`config.mk`:
```
export PLATFORM = sky130hd
export DESIGN_NAME = ser_cmd_regs
export DESIGN_NICKNAME = d
export VERILOG_FILES = /design/src/rtl/ser_pkg.sv /design/src/rtl/ser_sync.sv /design/src/rtl/ser_regfile.sv /design/src/rtl/ser_engine.sv /design/src/rtl/ser_cmd_regs.sv
export SDC_FILE = /design/constraint.sdc
export NUM_CORES = 1
export LEC_CHECK = 0
export ABC_CLOCK_PERIOD_IN_PS = 2800
export BUFFER_PORTS_ARGS = -buffer_cell sky130_fd_sc_hd__clkbuf_2
export CORE_MARGIN = 2
export CORE_UTILIZATION = 48
export DETAILED_ROUTE_END_ITERATION = 10
export PLACE_DENSITY = 0.66
export SLEW_MARGIN = 20
export SYNTH_ARGS = -nofsm -noshare
export SYNTH_HDL_FRONTEND = slang
export SYNTH_SLANG_ARGS = --single-unit
```
`constraint.sdc`:
```
create_clock -name clk_i -period 2.8 [get_ports clk_i]
set_clock_uncertainty 0.1 [all_clocks]
set_input_delay 0.56 -clock clk_i [delete_from_list [all_inputs] [get_ports clk_i]]
set_output_delay 0.56 -clock clk_i [all_outputs]
set_load 0.02 [all_outputs]
```
`src/rtl/ser_pkg.sv`:
```
package ser_pkg;
  localparam int AW = 5;
  localparam int DW = 8;
  localparam int NUM_RW = 6;
  localparam logic [AW-1:0] RW_ADDR [NUM_RW] = '{5'd3, 5'd4, 5'd5, 5'd6, 5'd7, 5'd24};
  localparam int GM_IDX = 1;  // slot of register 4 in RW_ADDR
  localparam logic [AW-1:0] A_RES_LO  = 5'd0;
  localparam logic [AW-1:0] A_RES_HI  = 5'd1;
  localparam logic [AW-1:0] A_VALID   = 5'd2;
  localparam logic [AW-1:0] A_GAINMUX = 5'd4;
  localparam logic [AW-1:0] A_ID      = 5'd31;

  typedef enum logic [1:0] {ST_INSTR, ST_BYTE1, ST_BYTE2} seq_t;

  typedef struct packed {
    logic          rd;
    logic          wide;
    logic [AW-1:0] addr;
  } instr_t;
endpackage

```
`src/rtl/ser_sync.sv`:
```
module ser_sync #(
  parameter int STAGES = 2,
  parameter int W = 3,
  parameter logic [W-1:0] RST_VAL = '0
) (
  input  logic         clk_i,
  input  logic         rst_ni,
  input  logic [W-1:0] d_i,
  output logic [W-1:0] q_o
);
  logic [W-1:0] stg [STAGES];

  for (genvar g = 0; g < STAGES; g++) begin : g_stg
    always_ff @(posedge clk_i or negedge rst_ni) begin
      if (!rst_ni) stg[g] <= RST_VAL;
      else if (g == 0) stg[g] <= d_i;
      else stg[g] <= stg[(g == 0) ? 0 : g-1];
    end
  end

  assign q_o = stg[STAGES-1];
endmodule

```
`src/rtl/ser_regfile.sv`:
```
module ser_regfile
  import ser_pkg::*;
#(
  parameter logic [DW-1:0] ID_VAL = 8'h01
) (
  input  logic          clk_i,
  input  logic          rst_ni,
  input  logic          we_i,
  input  logic [AW-1:0] waddr_i,
  input  logic [DW-1:0] wdata_i,
  input  logic          dir_we_i,
  input  logic [DW-2:0] dir_data_i,
  input  logic [AW-1:0] raddr_i,
  output logic [DW-1:0] rdata_o,
  input  logic [DW-1:0] res_lo_i,
  input  logic [DW-1:0] res_hi_i,
  input  logic [DW-1:0] vld_i,
  output logic [DW-1:0] gainmux_o
);
  logic [DW-1:0]     rw_q [NUM_RW];
  logic [NUM_RW-1:0] hit;

  for (genvar g = 0; g < NUM_RW; g++) begin : g_hit
    assign hit[g] = (raddr_i == RW_ADDR[g]);
  end

  always_ff @(posedge clk_i or negedge rst_ni) begin
    if (!rst_ni) begin
      for (int k = 0; k < NUM_RW; k++) rw_q[k] <= '0;
    end else begin
      for (int k = 0; k < NUM_RW; k++) begin
        if (we_i && waddr_i == RW_ADDR[k]) rw_q[k] <= wdata_i;
        else if (dir_we_i && RW_ADDR[k] == A_GAINMUX) rw_q[k][DW-2:0] <= dir_data_i;
      end
    end
  end

  always_comb begin
    rdata_o = '0;
    case (raddr_i)
      A_RES_LO: rdata_o = res_lo_i;
      A_RES_HI: rdata_o = res_hi_i;
      A_VALID:  rdata_o = vld_i;
      A_ID:     rdata_o = ID_VAL;
      default: begin
        for (int k = 0; k < NUM_RW; k++) if (hit[k]) rdata_o = rw_q[k];
      end
    endcase
  end

  assign gainmux_o = rw_q[GM_IDX];
endmodule

```
`src/rtl/ser_engine.sv`:
```
module ser_engine
  import ser_pkg::*;
(
  input  logic          clk_i,
  input  logic          rst_ni,
  input  logic          cs_s_i,
  input  logic          rise_i,
  input  logic          fall_i,
  input  logic          sdi_s_i,
  input  logic [DW-1:0] rdata_i,
  output logic [AW-1:0] raddr_o,
  output logic          we_o,
  output logic [AW-1:0] waddr_o,
  output logic [DW-1:0] wdata_o,
  output logic          dir_we_o,
  output logic [DW-2:0] dir_data_o,
  output logic          conv_start_o,
  output logic          sdo_o
);
  localparam int CW = $clog2(DW);

  seq_t          st_q;
  logic [CW-1:0] cnt_q;
  logic [DW-2:0] sr_q;
  instr_t        ins_q;
  logic [AW-1:0] addr_q;
  logic [DW-1:0] tx_q;
  logic          sdo_q, conv_q;
  logic [DW-1:0] byte_w;
  logic          done_w;

  assign byte_w     = {sr_q, sdi_s_i};
  assign done_w     = rise_i && !cs_s_i && (cnt_q == CW'(DW-1));
  assign raddr_o    = (st_q == ST_INSTR) ? byte_w[AW-1:0] : (addr_q ^ AW'(1));
  assign dir_we_o   = done_w && (st_q == ST_INSTR) && byte_w[DW-1];
  assign dir_data_o = byte_w[DW-2:0];
  assign we_o       = done_w && (st_q != ST_INSTR) && !ins_q.rd;
  assign waddr_o    = addr_q;
  assign wdata_o    = byte_w;

  always_ff @(posedge clk_i or negedge rst_ni) begin
    if (!rst_ni) begin
      st_q   <= ST_INSTR;
      cnt_q  <= '0;
      sr_q   <= '0;
      ins_q  <= '0;
      addr_q <= '0;
      tx_q   <= '0;
      sdo_q  <= 1'b0;
      conv_q <= 1'b0;
    end else begin
      conv_q <= dir_we_o;
      if (cs_s_i) begin
        st_q  <= ST_INSTR;
        cnt_q <= '0;
        tx_q  <= '0;
        sdo_q <= 1'b0;
      end else begin
        if (rise_i) begin
          sr_q  <= byte_w[DW-2:0];
          cnt_q <= cnt_q + 1'b1;
        end
        if (fall_i) begin
          sdo_q <= tx_q[DW-1];
          tx_q  <= {tx_q[DW-2:0], 1'b0};
        end
        if (done_w) begin
          case (st_q)
            ST_INSTR: if (!byte_w[DW-1]) begin
              ins_q  <= byte_w[DW-2:0];
              addr_q <= byte_w[AW-1:0];
              st_q   <= ST_BYTE1;
              if (byte_w[DW-2]) tx_q <= rdata_i;
            end
            ST_BYTE1: if (ins_q.wide) begin
              st_q   <= ST_BYTE2;
              addr_q <= addr_q ^ AW'(1);  // even +1, odd -1
              if (ins_q.rd) tx_q <= rdata_i;
            end else begin
              st_q <= ST_INSTR;
            end
            default: st_q <= ST_INSTR;
          endcase
        end
      end
    end
  end

  assign conv_start_o = conv_q;
  assign sdo_o        = sdo_q;
endmodule

```
`src/rtl/ser_cmd_regs.sv`:
```
module ser_cmd_regs
  import ser_pkg::*;
#(
  parameter int SYNC_STAGES = 2,
  parameter logic [7:0] ID_VAL = 8'h01
) (
  input  logic       clk_i,
  input  logic       rst_ni,
  input  logic       cs_ni,
  input  logic       sclk_i,
  input  logic       sdi_i,
  output logic       sdo_o,
  input  logic [7:0] res_lo_i,
  input  logic [7:0] res_hi_i,
  input  logic [7:0] vld_i,
  output logic       conv_start_o,
  output logic [2:0] gain_o,
  output logic [3:0] mux_o
);
  logic          cs_s, sclk_s, sdi_s, sclk_d;
  logic          rise_s, fall_s;
  logic [AW-1:0] raddr, waddr;
  logic [DW-1:0] rdata, wdata, gainmux;
  logic          we, dir_we;
  logic [DW-2:0] dir_data;

  ser_sync #(.STAGES(SYNC_STAGES), .W(3), .RST_VAL(3'b100)) u_sync (
    .clk_i (clk_i),
    .rst_ni(rst_ni),
    .d_i   ({cs_ni, sclk_i, sdi_i}),
    .q_o   ({cs_s, sclk_s, sdi_s})
  );

  always_ff @(posedge clk_i or negedge rst_ni) begin
    if (!rst_ni) sclk_d <= 1'b0;
    else sclk_d <= sclk_s;
  end

  assign rise_s = sclk_s & ~sclk_d;
  assign fall_s = ~sclk_s & sclk_d;

  ser_engine u_eng (
    .clk_i       (clk_i),
    .rst_ni      (rst_ni),
    .cs_s_i      (cs_s),
    .rise_i      (rise_s),
    .fall_i      (fall_s),
    .sdi_s_i     (sdi_s),
    .rdata_i     (rdata),
    .raddr_o     (raddr),
    .we_o        (we),
    .waddr_o     (waddr),
    .wdata_o     (wdata),
    .dir_we_o    (dir_we),
    .dir_data_o  (dir_data),
    .conv_start_o(conv_start_o),
    .sdo_o       (sdo_o)
  );

  ser_regfile #(.ID_VAL(ID_VAL)) u_regs (
    .clk_i     (clk_i),
    .rst_ni    (rst_ni),
    .we_i      (we),
    .waddr_i   (waddr),
    .wdata_i   (wdata),
    .dir_we_i  (dir_we),
    .dir_data_i(dir_data),
    .raddr_i   (raddr),
    .rdata_o   (rdata),
    .res_lo_i  (res_lo_i),
    .res_hi_i  (res_hi_i),
    .vld_i     (vld_i),
    .gainmux_o (gainmux)
  );

  assign gain_o = gainmux[6:4];
  assign mux_o  = gainmux[3:0];
endmodule

```
; ---- Yosys cells after proc, flatten, opt, wreduce, memory -nomap -nowiden
; Index checks and enable logic that the tools add are counted.
[word_totals]
romBits = 0
mem_bits_rw = 0
input_bits = 29
n_memories = 0
out_inout_bits = 9
word_cells = 106
ff_bits = 84
latchBits = 0
[op_classes]
div = 0
addsub = 1
n_bitwise = 8
eq_ne = 20
n_reduce_logical = 27
muxes = 30
n_lt_le_gt_ge = 0
shift = 0
n_mul = 0
[op_table]
columns = op, count
row1 = $mux W8, 13
row2 = $eq A5 B3 Y1 const B, 8
row3 = $pmux W8 S4, 1
row4 = $pmux W8 S2, 1
row5 = $eq A5 B2 Y1 const B, 3
row6 = $eq A5 B5 Y1 const B, 3
row7 = $mux W7, 2
row8 = $logic_and A1 B1 Y1, 12
row9 = $reduce_bool A2 Y1, 6
row10 = $mux W5, 2
row11 = $pmux W5 S2, 1
row12 = $reduce_and A5 Y1, 2
row13 = $mux W2, 4
row14 = $mux W3, 2
row15 = $not A1 Y1, 6
row16 = $eq A5 B1 Y1 const B, 1
row17 = $logic_not A5 Y1, 1
row18 = $pmux W2 S2, 1
row19 = $reduce_and A2 Y1, 2
row20 = $reduce_and A4 Y1, 1
row21 = $add A3 B1 Y3 const B, 1
row22 = $eq A3 B3 Y1 const B, 1
row23 = $mux W1, 3
row24 = $ne A3 B3 Y1 const B, 1
row25 = 6 further kinds, 8

; ---- Longest topological paths before layout
; Gate-level depths: netlist of the first run.
[logic_depth]
ltp_word = 15
ltp_mapped = 10
mapped_depth_nobuf = 8

; ---- Hierarchy
; A second synthesis of the first run with hierarchy kept.
[unflattened]
hier_cells = 416
area_unflattened_um2 = 4461.8
[modules_own_cells]
columns = mod, instances, area_per_inst_um2, cells_per_inst, seq_area_each_um2
row1 = ser_regfile, 1, 2775.2, 282, 1201.2
row2 = ser_engine, 1, 1471.4, 122, 725.7
row3 = ser_sync, 1, 175.2, 9, 152.6
row4 = ser_cmd_regs, 1, 40.0, 3, 25.0

; ---- Worst setup path after synthesis of the first run
; OpenSTA, ideal clock, no wires.
[synth_timing]
path_kind = reg2reg
start = register u_eng.cnt_q[0]
end = register u_regs.rw_q, in the netlist u_regs.gainmux_o[0]
setup_slack_ns = 0.555
t_arrival_ns = 2.020
setup_time_ns = 0.125
synth_period_minus_slack_ns = 2.245
stages_incl_launch_ff = 10
n_path_buf = 1
required_time_ns = 2.575
cell_sequence = dfrtp_1 > ha_1 > ha_1 > nand4bb_1 > buf_2 > nor3_1 > nand3_1 > nor3_1 > nor2_1 > mux2_2
[synth_between]
elab_chain_cells = 6
elab_cells_between_ends = 9
cone_classes = eq/ne: 1 / mux: 1 / reduce/logical: 7
[synth_rtl]
columns = item, line
row1 = from (decl), ser_engine.sv:23  ; logic [CW-1:0] cnt_q;
row2 = from (signal assigned), ser_engine.sv:61  ; cnt_q <= cnt_q + 1'b1;
row3 = $eq A3 B3 Y1 (*), ser_engine.sv:33  ; assign done_w = rise_i && !cs_s_i && (cnt_q == CW'(DW-1));
row4 = $logic_and A1 B1 Y1 (*), ser_engine.sv:33
row5 = $logic_and A1 B1 Y1 (2 in series), ser_engine.sv:37  ; assign we_o = done_w && (st_q != ST_INSTR) && !ins_q.rd;
row6 = $logic_and A1 B1 Y1, ser_regfile.sv:32  ; if (we_i && waddr_i == RW_ADDR[k]) rw_q[k] <= wdata_i;
row7 = $mux W7 / $reduce_bool A2 Y1 (equally long branches), n/a
row8 = "to (signal, indexed assignment)", ser_regfile.sv:32
row9 = "to (signal, indexed assignment)", ser_regfile.sv:33  ; else if (dir_we_i && RW_ADDR[k] == A_GAINMUX) rw_q[k][DW-2:0] <= dir_data_i;
row10 = to (decl), ser_regfile.sv:20  ; logic [DW-1:0] rw_q [NUM_RW];
; Every way passes the cells marked *; elsewhere a longest branch is shown, timed or not.
; A chain may end at the register's enable or synchronous reset.

; ---- Worst setup path after layout of the first run
[layout_timing]
start = register u_eng.st_q[0]
end = register u_eng.tx_q[4]
[layout_between]
elab_chain_cells = 15
elab_cells_between_ends = 27
cone_classes = eq/ne: 10 / mux: 15 / reduce/logical: 2
[layout_rtl]
columns = item, line
row1 = from (decl), ser_engine.sv:22  ; seq_t st_q;
row2 = from (signal assigned), ser_engine.sv:43  ; st_q <= ST_INSTR;
row3 = from (signal assigned), ser_engine.sv:54  ; st_q <= ST_INSTR;
row4 = from (signal assigned), ser_engine.sv:72  ; st_q <= ST_BYTE1;
row5 = $logic_not A2 Y1, "ser_engine.sv:34, ser_engine.sv:68"
row6 = $mux W5, ser_engine.sv:34  ; assign raddr_o = (st_q == ST_INSTR) ? byte_w[AW-1:0] : (addr_q ^ AW'(1));
row7 = $eq A5 B2 Y1, ser_regfile.sv:24  ; assign hit[g] = (raddr_i == RW_ADDR[g]);
row8 = $mux W8 (6 in series), ser_regfile.sv:46  ; for (int k = 0; k < NUM_RW; k++) if (hit[k]) rdata_o = rw_q[k];
row9 = $pmux W8 S4, ser_regfile.sv:40  ; case (raddr_i)
row10 = "$mux W8, on equally long branches", "ser_engine.sv:78, ser_engine.sv:73"
row11 = "$mux W8, on equally long branches", "ser_engine.sv:75, ser_engine.sv:69"
row12 = $pmux W8 S2 (*), ser_engine.sv:68  ; case (st_q)
row13 = $mux W8 (*), ser_engine.sv:67  ; if (done_w) begin
row14 = $mux W8 (*), ser_engine.sv:53  ; if (cs_s_i) begin
row15 = to (signal assigned), ser_engine.sv:65  ; tx_q <= {tx_q[DW-2:0], 1'b0};
row16 = to (signal assigned), ser_engine.sv:73  ; if (byte_w[DW-2]) tx_q <= rdata_i;
row17 = to (signal assigned), ser_engine.sv:78  ; if (ins_q.rd) tx_q <= rdata_i;
row18 = to (decl), ser_engine.sv:27  ; logic [DW-1:0] tx_q;
; Marked as above.

==> key figures, run 1 <==
Placed design
  – PortBufs: 37
  – Placed insts: between 500 and 600
  – DP Wirelength: ~7700 µm
  – Area after DPL: between 0.004 and 0.005 mm²
  – Gpl congestion: between 0.8 and 0.9

Setup path
  – Critical path's slowest cell: dfrtp_1
  – Worst Path Required: 2.93 ns
  – Crit end category: flop
  – Worst Path Arrival: about 2.8 ns
  – Crit start category: flop
  – Crit path max fanout: 12
  – Sequence of cells on the critical path: nor2_4 -> mux2i_4 -> nor3_2 -> or2_0 -> buf_4 -> a2111oi_0 -> a21oi_1
  – R2r worst-path depth: 7
  – Slowest cell delay on critical path: 0.50 ns
  – Crit Path Class: reg -> reg

Logic synthesis
  – Cell variety after synth: between 60 and 70
  – Post-synth top area cell: dfrtp_1
  – Sequential cell area fraction in the yosys report: 0.480
  – Top FF cell, synth: dfrtp_1
  – Most numerous cell in the Yosys netlist: dfrtp_1
  – Post-synth ARST share: 1.00
  – Yosys warning total: 0
  – Synthesized Nets: around 400
  – Gate Count Post-Synth: around 380
  – EDFF count, synth: 0
  – Yosys top cell area share: 0.468
  – Mapped cell area: around 0.0044 mm²
  – Synth area leaders: dfrtp_1, mux2_2, nor2_1
  – Syn avg cell area: between 10 and 15 µm²
  – Register bit total from synthesis: 84
  – Most frequent cells after synthesis: dfrtp_1, mux2_2, nor2_1

Power and ir drop
  – Total power: between 2 and 3 mW
  – Peak supply drop: approximately 0.55 mV
  – Pwr dens: slightly below 600 mW/mm²
  – Leakage: 2.23 nW

Global route
  – Initial antenna violation count: 0
  – First-pass GRT wire length: between 15,000 and 20,000 µm
  – Remaining global-route overflow: 0
  – GR Util All Layers: 0.228
  – Largest net degree at the start of global routing: 42
  – Vias in the first global route: 3,140

Die
  – Die W: ~100 µm
  – Starting Density: 0.498
  – I/O Pins: 38
  – Core area: 0.00881 mm²
  – Full die area: between 0.009 and 0.01 mm²
  – Cell row count: 34
  – Die Ht: 99.5 µm

Timing
  – FMAX: between 300 and 400 MHz
  – Pins Over Slew Limit: 0
  – Final min period: 2.64 ns
  – Worst-Margin Slew: 0.809 ns
  – Final setup TNS: 0 ns
  – Final setup violation count: 0
  – RSZ-0062 raised after global routing: false
  – Fin crit share: 0.943
  – Endpoints failing hold: 0
  – Slew headroom: 0.458

Final layout
  – Number of diodes: 0
  – Filler Cells Inserted: 750
  – Non-Filler Instances: roughly 530
  – Area of the multi-input gates: ~0.0021 mm²
  – Final nets: 450
  – Reg area: 0.00210 mm²
  – Layout cell share with drive strength beyond 1: 0.380
  – Area Overhead vs Synth: 11.8%
  – Design Area, Final: a little under 0.005 mm²

Clocking
  – Post-CTS Setup Bufs: 0
  – Clk Latency, worst-skew pair: 0.37 ns
  – Clock sinks: 84
  – H-tree depth: 3
  – Clock buffer count from CTS: 9
  – Clock transition at path regs: around 0.090 ns
  – # hold bufs at CTS: 0
  – Max clock buf depth: 2
  – CTS resizes: 0
  – Root Driver: clkbuf_8
  – TritonCTS clock tree: built

Min path
  – Hold Path Class: in -> async

Route
  – Total Routed Length: 10,700 µm
  – Final ANT Viol Nets: 0
  – Vias/cell: 6.11
  – Via count: approximately 3,300
  – DRC: 0
  – 1st-pass router iterations: 5
  – Per-cell routed wire length: a little over 20 µm
  – Iter 0 DRT Violations: roughly 210

Outcome
  – Outcome: finished clean

Run
  – Max-cap viol count: 0
==> cell type report <==
cell class / instances / area share
inverter: 3 / 0.00230
clock buffer: 11 / 0.0268
tap: 108 / 0.0276
clock inverter: 5 / 0.0123
sequential: 84 / 0.430
multi-input combinational: 262 / 0.429
timing repair buffer: 59 / 0.0720
==> registers in the layout, summed over array words and instances, names as in the netlist <==
name and cells:
sclk_d 1, u_eng.cnt_q 3, u_eng.conv_start_o 1, u_eng.ins_q 2
u_eng.sdo_o 1, u_eng.sr_q 7, u_eng.st_q 2, u_eng.tx_q 8
u_eng.waddr_o 5, u_regs.gainmux_o 8, u_regs.rw_q 40, u_sync.q_o 3
u_sync.stg 3
==> placed cells by master, fill, tap and decap left out, types with 3 or more instances in the layout <==
cell / synthesis / final
o2bb2ai_1: 6 / 6
nand3_1: 9 / 9
a222oi_1: 7 / 7
inv_1: 3 / 3
o31ai_1: 6 / 6
nand2b_1: 5 / 5
mux2i_1: 11 / 11
a22oi_1: 8 / 8
clkbuf_2: 0 / 36
nor2_2: 3 / 3
dfrtp_1: 82 / 82
a31oi_1: 3 / 3
nor2_1: 32 / 32
nor3_1: 5 / 5
a21oi_1: 18 / 18
clkbuf_8: 0 / 9
a2111oi_0: 6 / 6
o22ai_1: 7 / 7
o21ai_0: 19 / 19
nand2_1: 11 / 11
buf_4: 7 / 23
mux2_2: 62 / 62
==> critical path, delay by kind of cell, from the launching register on <==
family,cells,cell delay [ns]
AND/OR/NAND/NOR,3,0.79
flip-flops,1,0.50
AO/OA/AOI/OAI,2,0.48
multiplexers,1,0.45
buffers and inverters,1,0.17
==> routing by layer <==
layer | global-route usage | share of wire | up-vias
met1 | 0.329 | 0.48 | 1622
met2 | 0.344 | 0.45 | 107
met4 | 0.0674 | 0.015 | 0
li1 | - | - | 1511
met3 | 0.0534 | 0.050 | 13
met5 | 0 | 0 | -
==> kinds of logic (layout without fill, tap and decap cells) <==
logic type | count (synthesis) | in the layout | synth area share
mux | 75 | 75 | 0.193
xor+xnor | 1 | 1 | 0.00200
fa+ha+maj | 2 | 2 | 0.00571
buf+inv | 31 | 78 | 0.0397
compound gates | 98 | 98 | 0.165
simple gates | 86 | 86 | 0.114
flops | 84 | 84 | 0.480
==> where the power goes <==
group | switching [mW] | internal [mW]
clock | 0.448 | 0.416
combinational | 0.370 | 0.227
sequential | 0.137 | 1.26
==> final timing paths <==
kind                                           startpoint                       to  slack, ns
worst max-delay path            u_eng.st_q[0]$_DFFE_PN0P_  u_eng.tx_q[4]$_DFF_PN0_       0.16
worst min-delay path                               rst_ni  u_sync.q_o[0]$_DFF_PN0_       0.06
worst max register to register  u_eng.st_q[0]$_DFFE_PN0P_  u_eng.tx_q[4]$_DFF_PN0_       0.16
worst min register to register    u_sync.stg[3]$_DFF_PN0_  u_sync.q_o[0]$_DFF_PN0_       0.25
max in group asynchronous                          rst_ni  u_sync.stg[5]$_DFF_PN1_       1.80
min in group clk_i                                  cs_ni  u_sync.stg[5]$_DFF_PN1_       0.17
==> through the flow <==
stage	setup WS, ns	hold WS (ns)	utilization
4_1_cts	0.223	0.0762	0.556
3_5_place_dp	0.251	0.236	0.535
6_report	0.158	0.0593	0.556
2_1_floorplan	0.555	0.164	-
5_1_grt	0.00906	0.0913	0.556
3_3_place_gp	0.282	0.234	0.535
(Power assumes the default switching activity.)
==> run 2: changes to the inputs <==
Settings changed: GPL_TIMING_DRIVEN from default to 0.
==> run 2 against run 1 <==
Effect of this change: sequential power fell by 4%; total power rose by 3.6%; setup slack got worse by 0.030 ns; non-clock buffer count up 7; first-iteration DRC count is 14% lower; critical path type unchanged; cell count up 1.3%; utilization is 0.58 points higher; register-to-register slack lost 0.03 ns; critical path depth did not move; count of clock-buffer cells in the layout shrank 2; die area unchanged; largest power group unchanged; highest routed layer unchanged; flip-flop and latch count stayed put.
==> key figures, run 2 (synthesis results as in run 1) <==
Route
  – Iter 0 DRT Violations: 177 (-14%)
  – Total Routed Length: 10,600 µm (-1.2%)
  – Per-cell routed wire length: 19.7 µm (-2.5%)
  – 1st-pass router iterations: 5 (unchanged)
  – Vias/cell: 6.07 (-0.69%)
  – DRC: 0 (unchanged)
  – Via count: 3,273 (+0.61%)
  – Final ANT Viol Nets: 0 (unchanged)

Setup path
  – Worst Path Arrival: 2.83 ns (+0.06 ns)
  – Crit Path Class: reg -> reg
  – Crit end category: flop
  – Worst Path Required: 2.95 ns (+0.02 ns)
  – Crit path max fanout: 10 (-2)
  – Crit start category: flop

Timing
  – Final min period: 2.67 ns (+0.0302 ns)
  – Final setup TNS: 0 ns (unchanged)
  – RSZ-0062 raised after global routing: false
  – FMAX: 374 MHz (-1.1%)
  – Slew headroom: 0.437 (-0.0206)
  – Endpoints failing hold: 0 (unchanged)
  – Fin crit share: 0.954 (+0.0108)
  – Final setup violation count: 0 (unchanged)
  – Worst-Margin Slew: 0.837 ns (+0.0288 ns)
  – Pins Over Slew Limit: 0 (unchanged)

Final layout
  – Final nets: 457 (+1.6%)
  – Biggest register: u_regs.rw_q
  – Most frequent cells in the layout: dfrtp_1, mux2_2, clkbuf_2
  – Number of diodes: 0 (unchanged)
  – Design Area, Final: 0.00495 mm² (+1.0%)
  – Area Overhead vs Synth: 13.0%
  – Layout cell share with drive strength beyond 1: 0.374 (-0.00617)
  – Max reg flops: 40 (unchanged)
  – Commonest non-fill, non-tap cell in the layout: dfrtp_1

Die
  – I/O Pins: 38 (unchanged)
  – Full die area: 0.00991 mm² (unchanged)
  – Cell row count: 34 (unchanged)
  – Die W: 99.5 µm (unchanged)
  – Starting Density: 0.498 (unchanged)
  – Die Ht: 99.5 µm (unchanged)
  – Core area: 0.00881 mm² (unchanged)

Placed design
  – Area after DPL: 0.00471 mm² (about the same)
  – DP Wirelength: 7520 µm (-1.9%)
  – PortBufs: 37 (unchanged)
  – Gpl congestion: 0.833 (-1.0%)

Clocking
  – TritonCTS clock tree: built
  – Clock transition at path regs: 0.09 ns (about the same)
  – Clock sinks: 84 (unchanged)
  – Clock buffer count from CTS: 9 (unchanged)
  – Clk Latency, worst-skew pair: 0.36 ns (about the same)
  – H-tree depth: 3 (unchanged)
  – # hold bufs at CTS: 0 (unchanged)
  – Root Driver: clkbuf_8
  – Max clock buf depth: 2 (unchanged)

Outcome
  – Outcome: finished clean

Global route
  – First-pass GRT wire length: 17,300 µm (+0.44%)
  – Remaining global-route overflow: 0 (unchanged)
  – Initial antenna violation count: 0 (unchanged)
  – Largest net degree at the start of global routing: 85 (+100%)
  – Vias in the first global route: 3,234 (+3.0%)
  – GR Util All Layers: 0.226 (-0.00241)

Run
  – Max-cap viol count: 0 (unchanged)

Power and ir drop
  – Peak supply drop: 0.315 mV (-42%)
  – Pwr dens: 598 mW/mm² (+2.5%)
  – Leakage: 2.26 nW (+1.0%)

Min path
  – Hold Path Class: in -> async
## run 2: cell types whose count changed in the layout (fill, tap and decap cells not counted)
cell,change
clkinv_4,-1
buf_4,-15
nor2_2,+2
bufinv_16,+1
inv_8,+1
inv_6,+2
clkinvlp_4,-1
clkbuf_1,+9
buf_2,+7
nor2_1,-2
buf_6,+3
clkbuf_8,+1
## run 2: final cells by class
class                   count  area (µm²)
multi-input cells         262        2110
flip-flops and latches     84        2100
clock inverters             7         103
fillers                   760        3860
repair buffers             38         201
clock buffers               9         124
well taps                 108         135
plain buffers              28         163
inverters                   3        11.3
## run 2: power by group
| part | switching, mW | internal [mW] |
|---|---|---|
| Combinational | 0.430 | 0.203 |
| Clock | 0.473 | 0.517 |
| Sequential | 0.0764 | 1.26 |
| Total | 0.979 | 1.98 |
## run 2: path summary, 6_finish.rpt
path | cells past startpoint | endpoint | slack [ns] | start
max in group asynchronous | 1 | u_regs.rw_q[3]$_DFFE_PN0P_ | 1.98 | rst_ni
max | 7 | u_eng.tx_q[6]$_DFF_PN0_ | 0.13 | u_eng.sr_q[1]$_DFFE_PN0P_
min in group clk_i | 1 | u_sync.stg[5]$_DFF_PN1_ | 0.17 | cs_ni
max reg2reg | 7 | u_eng.tx_q[6]$_DFF_PN0_ | 0.13 | u_eng.sr_q[1]$_DFFE_PN0P_
min reg2reg | 0 | u_sync.q_o[0]$_DFF_PN0_ | 0.25 | u_sync.stg[3]$_DFF_PN0_
min | 1 | u_regs.gainmux_o[1]$_DFFE_PN0P_ | 0.12 | rst_ni
## run 2: through the flow
stage / hold WS, ns / util / power [mW] / cells / worst slack (ns)
floorplan: 0.164 / - / 1.72 / 377 / 0.555
global placement: 0.233 / 0.534 / 1.97 / 522 / 0.119
detailed placement: 0.236 / 0.535 / 1.99 / 522 / 0.165
CTS: 0.155 / 0.561 / 2.98 / 538 / 0.146
global route: 0.155 / 0.562 / 3.09 / 539 / 0.0000298
finish: 0.118 / 0.562 / 2.96 / 539 / 0.128
## run 2: per-layer routing
layer	GRT usage	vias to the layer above	routed length (µm)
met2	0.340	119	4750
met4	0.0601	0	172
met5	0	-	0
met3	0.0478	23	641
li1	-	1524	-
met1	0.332	1607	5040
## run 2: what timing repair did
action | 4_1_cts | 5_1_grt
setup endpoints to repair | 0 | 17
resized for setup | 0 | 2
endpoints found under the hold margin | 0 | 0
setup buffers | 0 | 1
## run 2: critical path, stage by stage, from the launching register on
cell and delay, ns:
dfrtp_1 0.38, clkbuf_1 0.46, nor4b_1 0.31, a31oi_1 0.21, o21bai_1 0.32, o32ai_1 0.39
nor4_2 0.11, a2111oi_2 0.28
==> run 3: changes to the inputs <==
Settings changed: SYNTH_HIERARCHICAL from default to 1.
==> run 3 against run 2 <==
Effect of this change: fmax decreased by 2.0%; clock power decreased by 17%; total power about the same; hold slack improved by 0.0026 ns; largest cell class unchanged; register-to-register slack got worse by 0.05 ns; flip-flop and latch count unchanged; largest power group unchanged; cell area increased by 2.4%.
==> key figures, run 3 <==
Logic synthesis
  – Yosys warning total: 6 (+6)
  – Syn avg cell area: 10.7 µm² (-7.7%)
  – Synthesized Nets: 446 (+9.3%)
  – Gate Count Post-Synth: 415 (+10%)
  – Mapped cell area: 0.00445 mm² (+1.7%)

Clocking
  – Max clock buf depth: 2 (unchanged)
  – Clock sinks: 84 (unchanged)
  – # hold bufs at CTS: 0 (unchanged)
  – Clk Latency, worst-skew pair: 0.36 ns (about the same)
  – Clock buffer count from CTS: 9 (unchanged)
  – Clock transition at path regs: 0.09 ns (about the same)
  – Root Driver: clkbuf_8
  – TritonCTS clock tree: built
  – H-tree depth: 3 (unchanged)

Global route
  – GR Util All Layers: 0.212 (-0.0140)
  – Initial antenna violation count: 0 (unchanged)
  – Largest net degree at the start of global routing: 85 (unchanged)
  – Remaining global-route overflow: 0 (unchanged)
  – Vias in the first global route: 3,249 (+0.46%)
  – First-pass GRT wire length: 16,400 µm (-5.6%)

Route
  – Metal2 WL: 4930 µm (+3.9%)
  – Total Routed Length: 10,200 µm (-4.0%)
  – Final ANT Viol Nets: 0 (unchanged)
  – 1st-pass router iterations: 5 (unchanged)
  – M1 WL: 4660 µm (-7.5%)
  – Met3 wire len: 343 µm (-46%)
  – DRC: 0 (unchanged)
  – Vias/cell: 5.73 (-5.6%)
  – Via count: 3,329 (+1.7%)
  – Iter 0 DRT Violations: 200 (+13%)
  – Highest routed layer: met4
  – Per-cell routed wire length: 17.5 µm (-11%)

Die
  – I/O Pins: 38 (unchanged)
  – Core area: 0.00911 mm² (+3.4%)
  – Full die area: 0.0101 mm² (+1.6%)
  – Die Ht: 100 µm (+0.79%)
  – Cell row count: 35 (+2.9%)
  – Die W: 100 µm (+0.79%)
  – Starting Density: 0.489 (-0.00857)

Power and ir drop
  – Reg power frac: 0.456 (+0.004)
  – Leakage: 2.47 nW (+9.5%)
  – Peak supply drop: 0.205 mV (-35%)
  – Total power: 2.96 mW (about the same)
  – Switch share: 0.353 (+0.0219)
  – Pint: 1.91 mW (-3.3%)
  – Comb pwr share: 0.268 (+0.054)
  – Clock power frac: 0.277 (-0.057)
  – Switch Pwr: 1.04 mW (+6.6%)
  – Pwr dens: 584 mW/mm² (-2.4%)

Run
  – Max-cap viol count: 0 (unchanged)

Setup path
  – Crit path max fanout: 10 (unchanged)
  – FF-to-FF setup slack: 0.07 ns (-0.05 ns)
  – Crit end category: flop
  – Crit start category: flop
  – Worst Path Required: 2.95 ns (about the same)
  – Crit Path Class: reg -> reg
  – Worst R2R Start: u_eng/st_q[1]$_DFFE_PN0P_
  – R2r worst-path depth: 10 (+3)
  – FF-to-FF End: u_eng/tx_q[2]$_DFF_PN0_
  – Worst Path Arrival: 2.88 ns (+0.05 ns)

Outcome
  – Outcome: finished clean

Timing
  – Fin Hold WS: 0.120 ns (+0.00263 ns)
  – FMAX: 367 MHz (-2.0%)
  – Final setup TNS: 0 ns (unchanged)
  – Final min period: 2.73 ns (+0.0534 ns)
  – Endpoints failing hold: 0 (unchanged)
  – Worst-Margin Slew: 0.687 ns (-0.150 ns)
  – Slew headroom: 0.541 (+0.104)
  – Pins Over Slew Limit: 0 (unchanged)
  – Final setup violation count: 0 (unchanged)
  – Fin crit share: 0.973 (+0.0191)
  – Setup WS post-layout: 0.0746 ns (-0.0534 ns)

Final layout
  – Layout cell share with drive strength beyond 1: 0.321 (-0.0523)
  – Area Overhead vs Synth: 13.8%
  – Biggest register: u_regs/rw_q
  – Commonest non-fill, non-tap cell in the layout: dfrtp_1
  – Max reg flops: 40 (unchanged)
  – Final core occ: 0.556 (-0.00564)
  – Number of diodes: 0 (unchanged)
  – Final nets: 496 (+8.5%)
  – Filler Cells Inserted: 818 (+7.6%)
  – Most frequent cells in the layout: dfrtp_1, nor2_1, clkbuf_2, mux2_2, mux2i_1

Placed design
  – Dpl ws: -0.482 ns (-0.647 ns)
  – DP Wirelength: 7110 µm (-5.5%)
  – Gpl congestion: 0.885 (+6.2%)
  – PortBufs: 37 (unchanged)

Min path
  – Hold Path Class: in -> async
-- run 3: per-layer routing --
layer / vias up / GRT usage
li1: 1572 / -
met3: 21 / 0.0348
met1: 1660 / 0.282
met5: - / 0
met4: 0 / 0.0917
met2: 76 / 0.342
-- run 3: final cells by class --
cell class / instances / area (µm²) / share of cell area
clock buffer: 9 / 124 / 0.0244
multi-input combinational: 287 / 2150 / 0.425
tap: 111 / 139 / 0.0274
clock inverter: 7 / 58.8 / 0.0116
inverter: 3 / 11.3 / 0.00222
timing repair buffer: 41 / 224 / 0.0442
sequential: 84 / 2110 / 0.416
buffer: 39 / 250 / 0.0494
-- run 3: repair_timing --
item	in CTS	in global routing
setup buffers	1	3
hold endpoints to repair	0	0
endpoints found under the setup margin	16	33
gates resized for setup	9	17
pin swaps	1	2
-- run 3: worst max-delay path by stage --
stage / slack [ns] / end / start / cells after the start
3_3_place_gp: -0.47 / u_eng/tx_q[2]$_DFF_PN0_ / u_eng/st_q[1]$_DFFE_PN0P_ / 11
5_1_grt: -0.02 / u_eng/tx_q[2]$_DFF_PN0_ / u_eng/st_q[1]$_DFFE_PN0P_ / 10
3_5_place_dp: -0.48 / u_eng/tx_q[2]$_DFF_PN0_ / u_eng/st_q[1]$_DFFE_PN0P_ / 11
4_1_cts: 0.02 / u_eng/tx_q[5]$_DFF_PN0_ / u_eng/st_q[0]$_DFFE_PN0P_ / 10
2_1_floorplan: 0.14 / u_eng/tx_q[5]$_DFF_PN0_ / u_eng/st_q[1]$_DFFE_PN0P_ / 9
6_report: 0.07 / u_eng/tx_q[2]$_DFF_PN0_ / u_eng/st_q[1]$_DFFE_PN0P_ / 10
-- run 3: through the flow --
| step | instances | cell area (µm²) |
|---|---|---|
| 4_1_cts | 580 | 5000 |
| 5_1_grt | 581 | 5070 |
| 6_report | 581 | 5070 |
| 3_3_place_gp | 563 | 4780 |
| 3_5_place_dp | 563 | 4790 |
| 2_1_floorplan | 415 | 4450 |
-- run 3: critical path, cell delays in order (launching register included) --
cell	delay, ns
dfrtp_2	0.46
nor2_4	0.24
mux2_2	0.38
buf_2	0.18
nand2b_2	0.24
o21ai_0	0.17
nand3_1	0.12
a21oi_2	0.21
o22ai_1	0.11
nor2b_1	0.13
mux2_2	0.27
-- run 3: power groups by stage --
stage | Combinational [mW] | Sequential (mW) | Clock [mW]
floorplan | 0.525 | 1.33 | 0
global placement | 0.733 | 1.37 | 0
detailed placement | 0.739 | 1.37 | 0
CTS | 0.748 | 1.35 | 0.836
global route | 0.866 | 1.36 | 0.895
finish | 0.792 | 1.35 | 0.818
